`config.mk`:
```
export PLATFORM = sky130hd
export DESIGN_NAME = blk_xfer_seq
export DESIGN_NICKNAME = d
export VERILOG_FILES = /design/src/rtl/blk_xfer_pkg.sv /design/src/rtl/xfer_popcount.sv /design/src/rtl/xfer_lowest_pick.sv /design/src/rtl/xfer_addr_plan.sv /design/src/rtl/blk_xfer_seq.sv
export SDC_FILE = /design/constraint.sdc
export NUM_CORES = 1
export LEC_CHECK = 0
export BUFFER_PORTS_ARGS = -buffer_cell sky130_fd_sc_hd__buf_2
export CORE_UTILIZATION = 50
export CTS_BUF_LIST = sky130_fd_sc_hd__clkbuf_8
export DETAILED_ROUTE_END_ITERATION = 7
export PLACE_DENSITY_LB_ADDON = 0.1
export SLEW_MARGIN = 10
export SYNTH_ARGS = -nofsm -noshare
export SYNTH_HDL_FRONTEND = slang
export SYNTH_HIERARCHICAL = 1
export SYNTH_SLANG_ARGS = --single-unit
export TNS_END_PERCENT = 1
```
`constraint.sdc`:
```
create_clock -name clk -period 2.5 [get_ports clk]
set_input_delay 0.25 -clock clk [delete_from_list [all_inputs] [get_ports clk]]
set_output_delay 0.25 -clock clk [all_outputs]
set_load 0.005 [all_outputs]
```
`src/rtl/blk_xfer_pkg.sv`:
```
package blk_xfer_pkg;
   // bit 1: direction down, bit 0: step before access
   typedef enum logic [1:0] {
      XM_UP_POST = 2'b00,
      XM_UP_PRE  = 2'b01,
      XM_DN_POST = 2'b10,
      XM_DN_PRE  = 2'b11
   } xfer_mode_e;

   typedef enum logic [1:0] {
      ST_IDLE = 2'b00,
      ST_RUN  = 2'b01,
      ST_FIN  = 2'b10
   } seq_state_e;
endpackage

```
`src/rtl/xfer_popcount.sv`:
```
module xfer_popcount #(
   parameter int W  = 16,
   parameter int CW = $clog2(W + 1)
) (
   input  logic [W-1:0]  bits_i,
   output logic [CW-1:0] count_o
);
   initial begin
      if (W < 1) $error("xfer_popcount: W must be at least 1");
      if ((1 << CW) <= W) $error("xfer_popcount: CW too narrow");
   end

   always_comb begin
      count_o = '0;
      for (int i = 0; i < W; i++) begin
         count_o = count_o + CW'(bits_i[i]);
      end
   end
endmodule

```
`src/rtl/xfer_lowest_pick.sv`:
```
module xfer_lowest_pick #(
   parameter int W  = 16,
   parameter int IW = (W > 1) ? $clog2(W) : 1
) (
   input  logic [W-1:0]  bits_i,
   output logic [W-1:0]  onehot_o,
   output logic [IW-1:0] index_o
);
   logic [W-1:0] seen_below;

   genvar g;
   generate
      for (g = 0; g < W; g++) begin : g_pick
         if (g == 0) begin : g_first
            assign seen_below[g] = 1'b0;
         end else begin : g_rest
            assign seen_below[g] = seen_below[g-1] | bits_i[g-1];
         end
         assign onehot_o[g] = bits_i[g] & ~seen_below[g];
      end
   endgenerate

   always_comb begin
      index_o = '0;
      for (int i = 0; i < W; i++) begin
         if (onehot_o[i]) index_o = index_o | IW'(i);
      end
   end
endmodule

```
`src/rtl/xfer_addr_plan.sv`:
```
module xfer_addr_plan
   import blk_xfer_pkg::*;
#(
   parameter int AW         = 32,
   parameter int CW         = 5,
   parameter int WORD_BYTES = 4
) (
   input  logic [AW-1:0] base_i,
   input  logic [CW-1:0] count_i,
   input  xfer_mode_e    mode_i,
   input  logic          wb_en_i,
   output logic [AW-1:0] first_o,
   output logic [AW-1:0] final_o
);
   localparam int          SH   = $clog2(WORD_BYTES);
   localparam logic [AW-1:0] STEP = AW'(WORD_BYTES);

   initial begin
      if ((1 << SH) != WORD_BYTES) $error("xfer_addr_plan: WORD_BYTES must be a power of two");
   end

   logic [AW-1:0] span;
   assign span = AW'(count_i) << SH;

   always_comb begin
      unique case (mode_i)
         XM_UP_POST: first_o = base_i;
         XM_UP_PRE:  first_o = base_i + STEP;
         XM_DN_POST: first_o = base_i - span + STEP;
         default:    first_o = base_i - span;
      endcase
      if (!wb_en_i)      final_o = base_i;
      else if (mode_i[1]) final_o = base_i - span;
      else               final_o = base_i + span;
   end
endmodule

```
`src/rtl/blk_xfer_seq.sv`:
```
module blk_xfer_seq
   import blk_xfer_pkg::*;
#(
   parameter int ADDR_W     = 32,
   parameter int LIST_W     = 16,
   parameter int WORD_BYTES = 4,
   parameter int IDX_W      = (LIST_W > 1) ? $clog2(LIST_W) : 1
) (
   input  logic              clk,
   input  logic              rst_n,
   input  logic              start,
   input  logic [ADDR_W-1:0] base_addr,
   input  logic [LIST_W-1:0] reg_list,
   input  logic [1:0]        mode,
   input  logic              is_load,
   input  logic              wb_en,
   output logic              busy,
   output logic              mem_req,
   input  logic              mem_ready,
   output logic              mem_we,
   output logic [ADDR_W-1:0] mem_addr,
   output logic [IDX_W-1:0]  mem_reg,
   output logic              done,
   output logic [ADDR_W-1:0] wb_value
);
   localparam int            CNT_W = $clog2(LIST_W + 1);
   localparam logic [ADDR_W-1:0] STEP = ADDR_W'(WORD_BYTES);

   initial begin
      if (LIST_W < 1 || LIST_W > 64) $error("blk_xfer_seq: LIST_W out of range");
      if (ADDR_W < 8) $error("blk_xfer_seq: ADDR_W too small");
      if ((1 << IDX_W) < LIST_W) $error("blk_xfer_seq: IDX_W too narrow");
   end

   seq_state_e        state_q;
   logic [LIST_W-1:0] remain_q;
   logic [ADDR_W-1:0] addr_q;
   logic [ADDR_W-1:0] wb_q;
   logic              load_q;

   logic [CNT_W-1:0]  sel_count;
   logic [ADDR_W-1:0] plan_first;
   logic [ADDR_W-1:0] plan_final;
   logic [LIST_W-1:0] pick_onehot;
   logic [IDX_W-1:0]  pick_index;
   logic              accept_start;
   logic              hand_ok;
   logic              last_hand;

   xfer_popcount #(.W(LIST_W), .CW(CNT_W)) u_count (
      .bits_i  (reg_list),
      .count_o (sel_count)
   );

   xfer_addr_plan #(.AW(ADDR_W), .CW(CNT_W), .WORD_BYTES(WORD_BYTES)) u_plan (
      .base_i  (base_addr),
      .count_i (sel_count),
      .mode_i  (xfer_mode_e'(mode)),
      .wb_en_i (wb_en),
      .first_o (plan_first),
      .final_o (plan_final)
   );

   xfer_lowest_pick #(.W(LIST_W), .IW(IDX_W)) u_pick (
      .bits_i   (remain_q),
      .onehot_o (pick_onehot),
      .index_o  (pick_index)
   );

   assign accept_start = start && (state_q == ST_IDLE);
   assign hand_ok      = mem_req && mem_ready;
   assign last_hand    = hand_ok && ((remain_q & ~pick_onehot) == '0);

   always_ff @(posedge clk or negedge rst_n) begin
      if (!rst_n) begin
         state_q  <= ST_IDLE;
         remain_q <= '0;
         addr_q   <= '0;
         wb_q     <= '0;
         load_q   <= 1'b0;
      end else begin
         unique case (state_q)
            ST_IDLE: begin
               if (accept_start) begin
                  remain_q <= reg_list;
                  addr_q   <= plan_first;
                  wb_q     <= plan_final;
                  load_q   <= is_load;
                  state_q  <= (reg_list == '0) ? ST_FIN : ST_RUN;
               end
            end
            ST_RUN: begin
               if (hand_ok) begin
                  remain_q <= remain_q & ~pick_onehot;
                  addr_q   <= addr_q + STEP;
                  if (last_hand) state_q <= ST_FIN;
               end
            end
            default: state_q <= ST_IDLE;
         endcase
      end
   end

   assign busy     = (state_q != ST_IDLE);
   assign mem_req  = (state_q == ST_RUN);
   assign mem_we   = mem_req & ~load_q;
   assign mem_addr = addr_q;
   assign mem_reg  = pick_index;
   assign done     = (state_q == ST_FIN);
   assign wb_value = wb_q;
endmodule

```
==> run metrics, run 1 <==
status=finished with violations; failing checks=negative setup slack; num ports=128; maxcap violations=0; htree depth=3; Starting Density=51.3%; grt total ovfl=0; Worst Skew=0.0239 ns; Layout fillers=1,401; Die Height=135 µm; power per cell area=964 nW/µm²; Crit Path Class=in -> reg; pin count of the biggest net entering global routing=60; clk slew on worst S/H paths=0.11 ns; Non-Filler Instances=1,790; Critical Path RT=2.77 ns; Hold Vio Cnt, Final=0; first-pass GRT wire length=51,400 µm; Area contributors post-synth=dfrtp_1, nand2_1, xnor2_1; CP max FO=3; post-synthesis cell area=8870 µm²; Post-Route WL=33,200 µm; RSZ-0062 raised after global routing=yes; Mean Syn Cell Area=7.19 µm²; routed wl met2=14,900 µm; cells after synthesis=1,233; Max VDD drop=1.36 mV; maximum achievable frequency=0.163 GHz; max_slew headroom=55.4%; top_reg_cell synth=dfrtp_1; via count=10,500; Slew Limit Fails=0; critical register-to-register path startpoint=remain_q[2]; die width=135 µm; number of synthesized flops with an enable pin=0; xor/xnor share of the synthesized area=8.99%; compound-cell area share of the yosys netlist=19.6%; Hold Crit Depth=3; WL met1=14,300 µm; worst-margin pin slew=0.669 ns; Async SR Flop Fraction=100%; Post-Synth Adder-Cell Area=5.53%; Post-DP HPWL=24,400 µm; Worst Path Arrival=6.39 ns; Die ar.=18,300 µm²; worst hold start=is_load; r2r endpoint=state_q[0]; Final nets=1,648; deepest clock path buffer count=2; cell taking the most area after synthesis=dfrtp_1; Core Rows=48; WL/cell=18.5 µm; total track usage=36.0%; register area share after synthesis=23.4%; startpoint types=input port; Syn Nets=1,321; Tmin final=6.12 ns; leakage power=0.00567 µW; I/O Buffers=127; Synth cell types=89; top cell type's share of synthesized area=23.4%; Placement Setup Slack=-4.30 ns; end point of the worst hold path=load_q; Overall Power=12,200 µW; Multi-input gate area=6970 µm²; CORE AREA=17,300 µm²; gpl congestion=0.979; uppermost routed layer=met4; antenna-violating nets left=0; post-route setup slack=-3.62 ns; initial DRC count=944; post-synthesis mux area share=1.41%; diode count=0; final setup fails=62; met3 WL=3190 µm; main combinational cell family by area after synthesis=simple AND/OR/NAND/NOR gates; # DRC=0; R2R depth=9; Simple-Gate Fraction of Synth Area=33.9%; Reg area=2080 µm²; CTS tree=done; initial antenna violation count=0; Final Cycle Share=245%; clk_lat worst skew=0.41 ns; vias in the first global route=9,780; crit path capture type=register; ratio of cells with drive above 1 in the final layout=38.1%; post-synthesis register bit count=83; vias per cell=5.86; synth warn=6; router iterations before antenna repair=5; synthesis-to-finish area growth=43.0%; dpl cells=1,765; # clock sinks=83; Root Buffer=clkbuf_8; reg2reg setup slack=-0.06 ns; Hold WC Path Type=in -> reg; CTS Buf Count=9
## sequential cells by signal, indices dropped and copies added (netlist names)
register  flops
mem_addr     32
wb_value     32
remain_q     16
state_q       2
load_q        1
## routing by layer
layer | vias to the layer above | GRT usage (%)
met5 | - | 0
met4 | 0 | 10.2
met3 | 61 | 8.49
met2 | 495 | 55.4
met1 | 4946 | 50.1
li1 | 4980 | -
## logic make-up (layout without fill, tap and decap cells)
family	Yosys count	after routing
AO/OA/AOI/OAI	262	262
XOR/XNOR	91	91
adder cells (fa/ha/maj)	32	32
buffers and inverters	155	487
flip-flops	83	83
multiplexers	12	12
AND/OR/NAND/NOR	598	598
## per-stage QoR
| stage | utilization (%) | hold slack (ns) | instance area, µm² | TNS (ns) |
|---|---|---|---|---|
| final | 73.3 | 0.0412 | 12700 | -162.46 |
| after global routing | 73.3 | 0.0638 | 12700 | -173.88 |
| after CTS | 70.6 | 0.0308 | 12200 | -163.50 |
| after detailed placement | 66.8 | 0.305 | 11600 | -201.25 |
| after global placement | 66.8 | 0.303 | 11600 | -195.43 |
| after floorplan | - | -0.0456 | 8950 | -165.78 |
## synth_stat cells, types with 4 or more instances
master and instances:
xor2_1 30, and4_1 7, o21ai_1 12, nor4_2 4
or2_2 4, nand2b_1 12, mux2_2 4, nand3_1 39
fa_1 12, o31ai_1 12, a31oi_1 8, buf_1 12
clkbuf_1 63, nor3_1 44, and3_1 17, xnor2_1 61
nor2b_1 14, buf_2 8, and2_1 14, mux2i_1 8
nand3b_1 4, a21oi_1 67, inv_1 61, a221oi_1 11
dfrtp_1 83, o221ai_1 13, or3_1 21, nand4_1 18
nor2_1 78, nor4_1 24, nor3b_1 7, ha_1 20
buf_4 7, o211ai_1 7, o22ai_1 14, a211oi_1 5
a21o_1 4, nand2_1 257, a22o_1 7, a2bb2oi_1 8
o21ai_0 55, or4_1 8
## final cells by class
class,count,share of cell area (%)
Sequential cell,83,16.4
Clock inverter,7,0.671
Multi-Input combinational cell,995,54.9
Tap cell,225,2.22
Timing Repair Buffer,408,22.8
Inverter,63,1.96
Clock buffer,9,0.977
## cell usage in the layout, fill, tap and decap left out, types with 23 or more instances in the layout
master   Yosys  final
buf_4        7    264
o21ai_1     12     23
nand3_1     39     34
dfrtp_1     83     83
xor2_1      30     28
inv_1       61     50
o21ai_0     55     40
nor2_1      78     68
nand2_1    257    252
buf_2        8    121
xnor2_1     61     52
a21oi_1     67     57
nor3_1      44     33
## how the worst max path moves through the flow
stage	start	end	slack, ns	cells past startpoint
3_3_place_gp	reg_list[3]	mem_addr[21]	-4.16	26
4_1_cts	reg_list[0]	mem_addr[21]	-3.65	27
3_5_place_dp	reg_list[3]	mem_addr[21]	-4.30	26
6_report	reg_list[11]	mem_addr[14]	-3.62	27
2_1_floorplan	reg_list[3]	mem_addr[29]	-3.79	26
5_1_grt	reg_list[0]	mem_addr[29]	-3.84	29
## where the power goes
group	switching [µW]	internal (µW)	leakage, µW	total [µW]
registers	544	1940	0.00101	2490
clock network	637	482	0.0000999	1120
logic	4580	4040	0.00456	8620
total	5770	6460	0.00567	12200
## critical path, cell delays in order
cell	delay [ns]
buf_2	0.10
inv_2	0.04
fa_1	0.54
fa_1	0.46
fa_1	0.45
fa_1	0.56
inv_1	0.07
ha_1	0.28
a21o_1	0.20
a21oi_2	0.13
xnor2_1	0.15
inv_1	0.12
ha_4	0.23
o211a_1	0.15
a21boi_4	0.15
or4_4	0.51
a222oi_1	0.32
buf_4	0.20
buf_6	0.09
nand4_1	0.19
nor4_2	0.39
xor2_1	0.13
a221oi_2	0.23
a31oi_1	0.07
buf_4	0.18
o21ai_2	0.13
a21oi_1	0.08
## repair_timing
item                                   in CTS  in global routing
setup buffers                               3                  6
cloned                                      0                  0
hold buffers                                1                  0
pin swaps                                  48                 46
endpoints found under the hold margin      40                  0
setup endpoints to repair                  62                 64
gates resized for setup                    98                 81
No activity file was read; power rests on OpenSTA's default activity.
==> run 2: changes to the inputs <==
--- a/config.mk
+++ b/config.mk
@@ -10,6 +10,7 @@
 export CTS_BUF_LIST = sky130_fd_sc_hd__clkbuf_8
 export DETAILED_ROUTE_END_ITERATION = 7
 export PLACE_DENSITY_LB_ADDON = 0.1
+export SETUP_SLACK_MARGIN = 0.2
 export SLEW_MARGIN = 10
 export SYNTH_ARGS = -nofsm -noshare
 export SYNTH_HDL_FRONTEND = slang
==> run metrics, run 2 (synthesized netlist as in run 1, its figures left out) <==
reg2reg setup slack=-0.01 ns (+0.05 ns); max_slew headroom=55.7% (+0.33 points); Post-Route WL=33,100 µm (about the same); internal power=6450 µW (-0.16%); Worst Path Arrival=6.36 ns (-0.03 ns); Clk pwr share=9.1% (about the same); maximum achievable frequency=0.164 GHz (+0.61%); Starting Density=51.3% (unchanged); Placement Setup Slack=-4.30 ns (unchanged); # clock sinks=83 (unchanged); Worst Skew=0.0225 ns (-0.00142 ns); critical register-to-register path startpoint=remain_q[8]; initial antenna violation count=0 (unchanged); Reg power frac=20.4% (about the same); total track usage=36.1% (+0.12 points); Combinational Power Share=70.5% (about the same); Non-Filler Instances=1,791 (+0.056%); Core Rows=48 (unchanged); Max VDD drop=1.36 mV (+0.34%); crit path capture type=register; CP max FO=11 (+8); commonest cells after routing, fill and taps aside=buf_4, nand2_1, buf_2; diode count=0 (unchanged); Critical Path RT=2.78 ns (about the same); final instance area=12,600 µm² (-0.30%); router iterations before antenna repair=5 (unchanged); # DRC=0 (unchanged); Slew Limit Fails=0 (unchanged); vias per cell=5.87 (+0.29%); clk slew on worst S/H paths=0.11 ns (about the same); die width=135 µm (unchanged); NetSw=5760 µW (about the same); CTS Buf Count=9 (unchanged); vias in the first global route=9,811 (+0.32%); Final Cycle Share=243% (-1.5 points); synthesis-to-finish area growth=42.6%; ratio of cells with drive above 1 in the final layout=38.1% (-0.088 points); Tmin final=6.08 ns (-0.0373 ns); via count=10,500 (+0.34%); I/O Buffers=127 (unchanged); Hold WC Path Type=in -> reg; switching share of power=47.2% (about the same); Die ar.=18,300 µm² (unchanged); num ports=128 (unchanged); setup_tns=-162.53 ns (-0.0690 ns); power per cell area=966 nW/µm² (+0.16%); Post-DP HPWL=24,400 µm (unchanged); Crit Path Class=in -> reg; Slowest Stage Delay on Critical Path=0.55 ns (about the same); deepest clock path buffer count=2 (unchanged); Top delay family on crit path=adder cells; grt total ovfl=0 (unchanged); Final nets=1,649 (+0.061%); CP max-delay cell=fa_1; Root Buffer=clkbuf_8; final setup fails=61 (-1.6%); WL/cell=18.5 µm (-0.14%); gpl congestion=0.979 (unchanged); post-route setup slack=-3.58 ns (+0.0373 ns); failing checks=negative setup slack; WP buf/inv=10 (+3); area of placed instances=11,600 µm² (unchanged); htree depth=3 (unchanged); CTS tree=done; dpl cells=1,765 (unchanged); RSZ-0062 raised after global routing=yes; Overall Power=12,200 µW (-0.13%); clk_lat worst skew=0.41 ns (about the same); maxcap violations=0 (unchanged); antenna-violating nets left=0 (unchanged); Die Height=135 µm (unchanged); status=finished with violations; Hold Vio Cnt, Final=0 (unchanged); initial DRC count=966 (+2.3%); CORE AREA=17,300 µm² (unchanged); Worst Setup SP=reg_list[11]; most common cell after layout, fill and taps aside=buf_4; pin count of the biggest net entering global routing=60 (unchanged); first-pass GRT wire length=51,500 µm (+0.27%); startpoint types=input port; worst hold start=is_load; leakage power=0.00566 µW (-0.13%); worst-margin pin slew=0.662 ns (-0.00649 ns)
[run 2: cell count changes in the layout (fill, tap and decap cells not counted), moves of 2 or more]
cell and change:
a221oi_1 +2, a221oi_2 -2, o221ai_1 +2, o221ai_2 -2
[run 2: worst paths after layout]
check / endpoint / cells after the start
hold reg to reg: wb_value[13] / 2
setup reg to reg: state_q[0] / 7
min in group asynchronous: mem_addr[15] / 2
max in group asynchronous: mem_addr[23] / 3
setup / recovery: mem_addr[19] / 30
hold / removal: load_q / 3
[run 2: repair_timing]
action | CTS | global route
setup buffers | 3 | 6
hold buffers | 1 | 0
pin swaps | 58 | 48
gates resized for setup | 105 | 69
setup endpoints to repair | 64 | 65
endpoints found under the hold margin | 40 | 0
[run 2: worst reg2reg max path, delay by kind of cell (launching register included)]
family / cells / cell delay (ns)
flops: 1 / 0.40
compound gates: 2 / 0.21
simple gates: 5 / 1.78
[run 2: per-layer routing]
metal	share of wire (%)	wire length, µm	GRT usage [%]
met4	2.6	870	10.7
met2	44	14700	55.4
met5	0	0	0
met1	43	14300	50.1
met3	9.9	3290	8.64
[run 2: final cells by class]
cell class	instances	area, µm²
clock inverter	7	85.1
clock buffer	9	124
multi-input combinational	995	6920
sequential	83	2080
inverter	63	249
fill	1405	4650
timing repair buffer	409	2900
tap	225	282
[run 2: power by group through the flow]
stage | clock, µW | combinational (µW) | sequential (µW)
floorplan | 0 | 4210 | 2520
CTS | 1120 | 8040 | 2470
global route | 1180 | 9350 | 2560
global placement | 0 | 7240 | 2460
finish | 1120 | 8610 | 2490
detailed placement | 0 | 7400 | 2480
[run 2: stage by stage]
step	utilization (%)	hold WS, ns
6_report	73.1	0.0445
5_1_grt	73.1	0.0638
4_1_cts	70.8	0.0308
3_5_place_dp	66.8	0.305
3_3_place_gp	66.8	0.303
2_1_floorplan	-	-0.0456
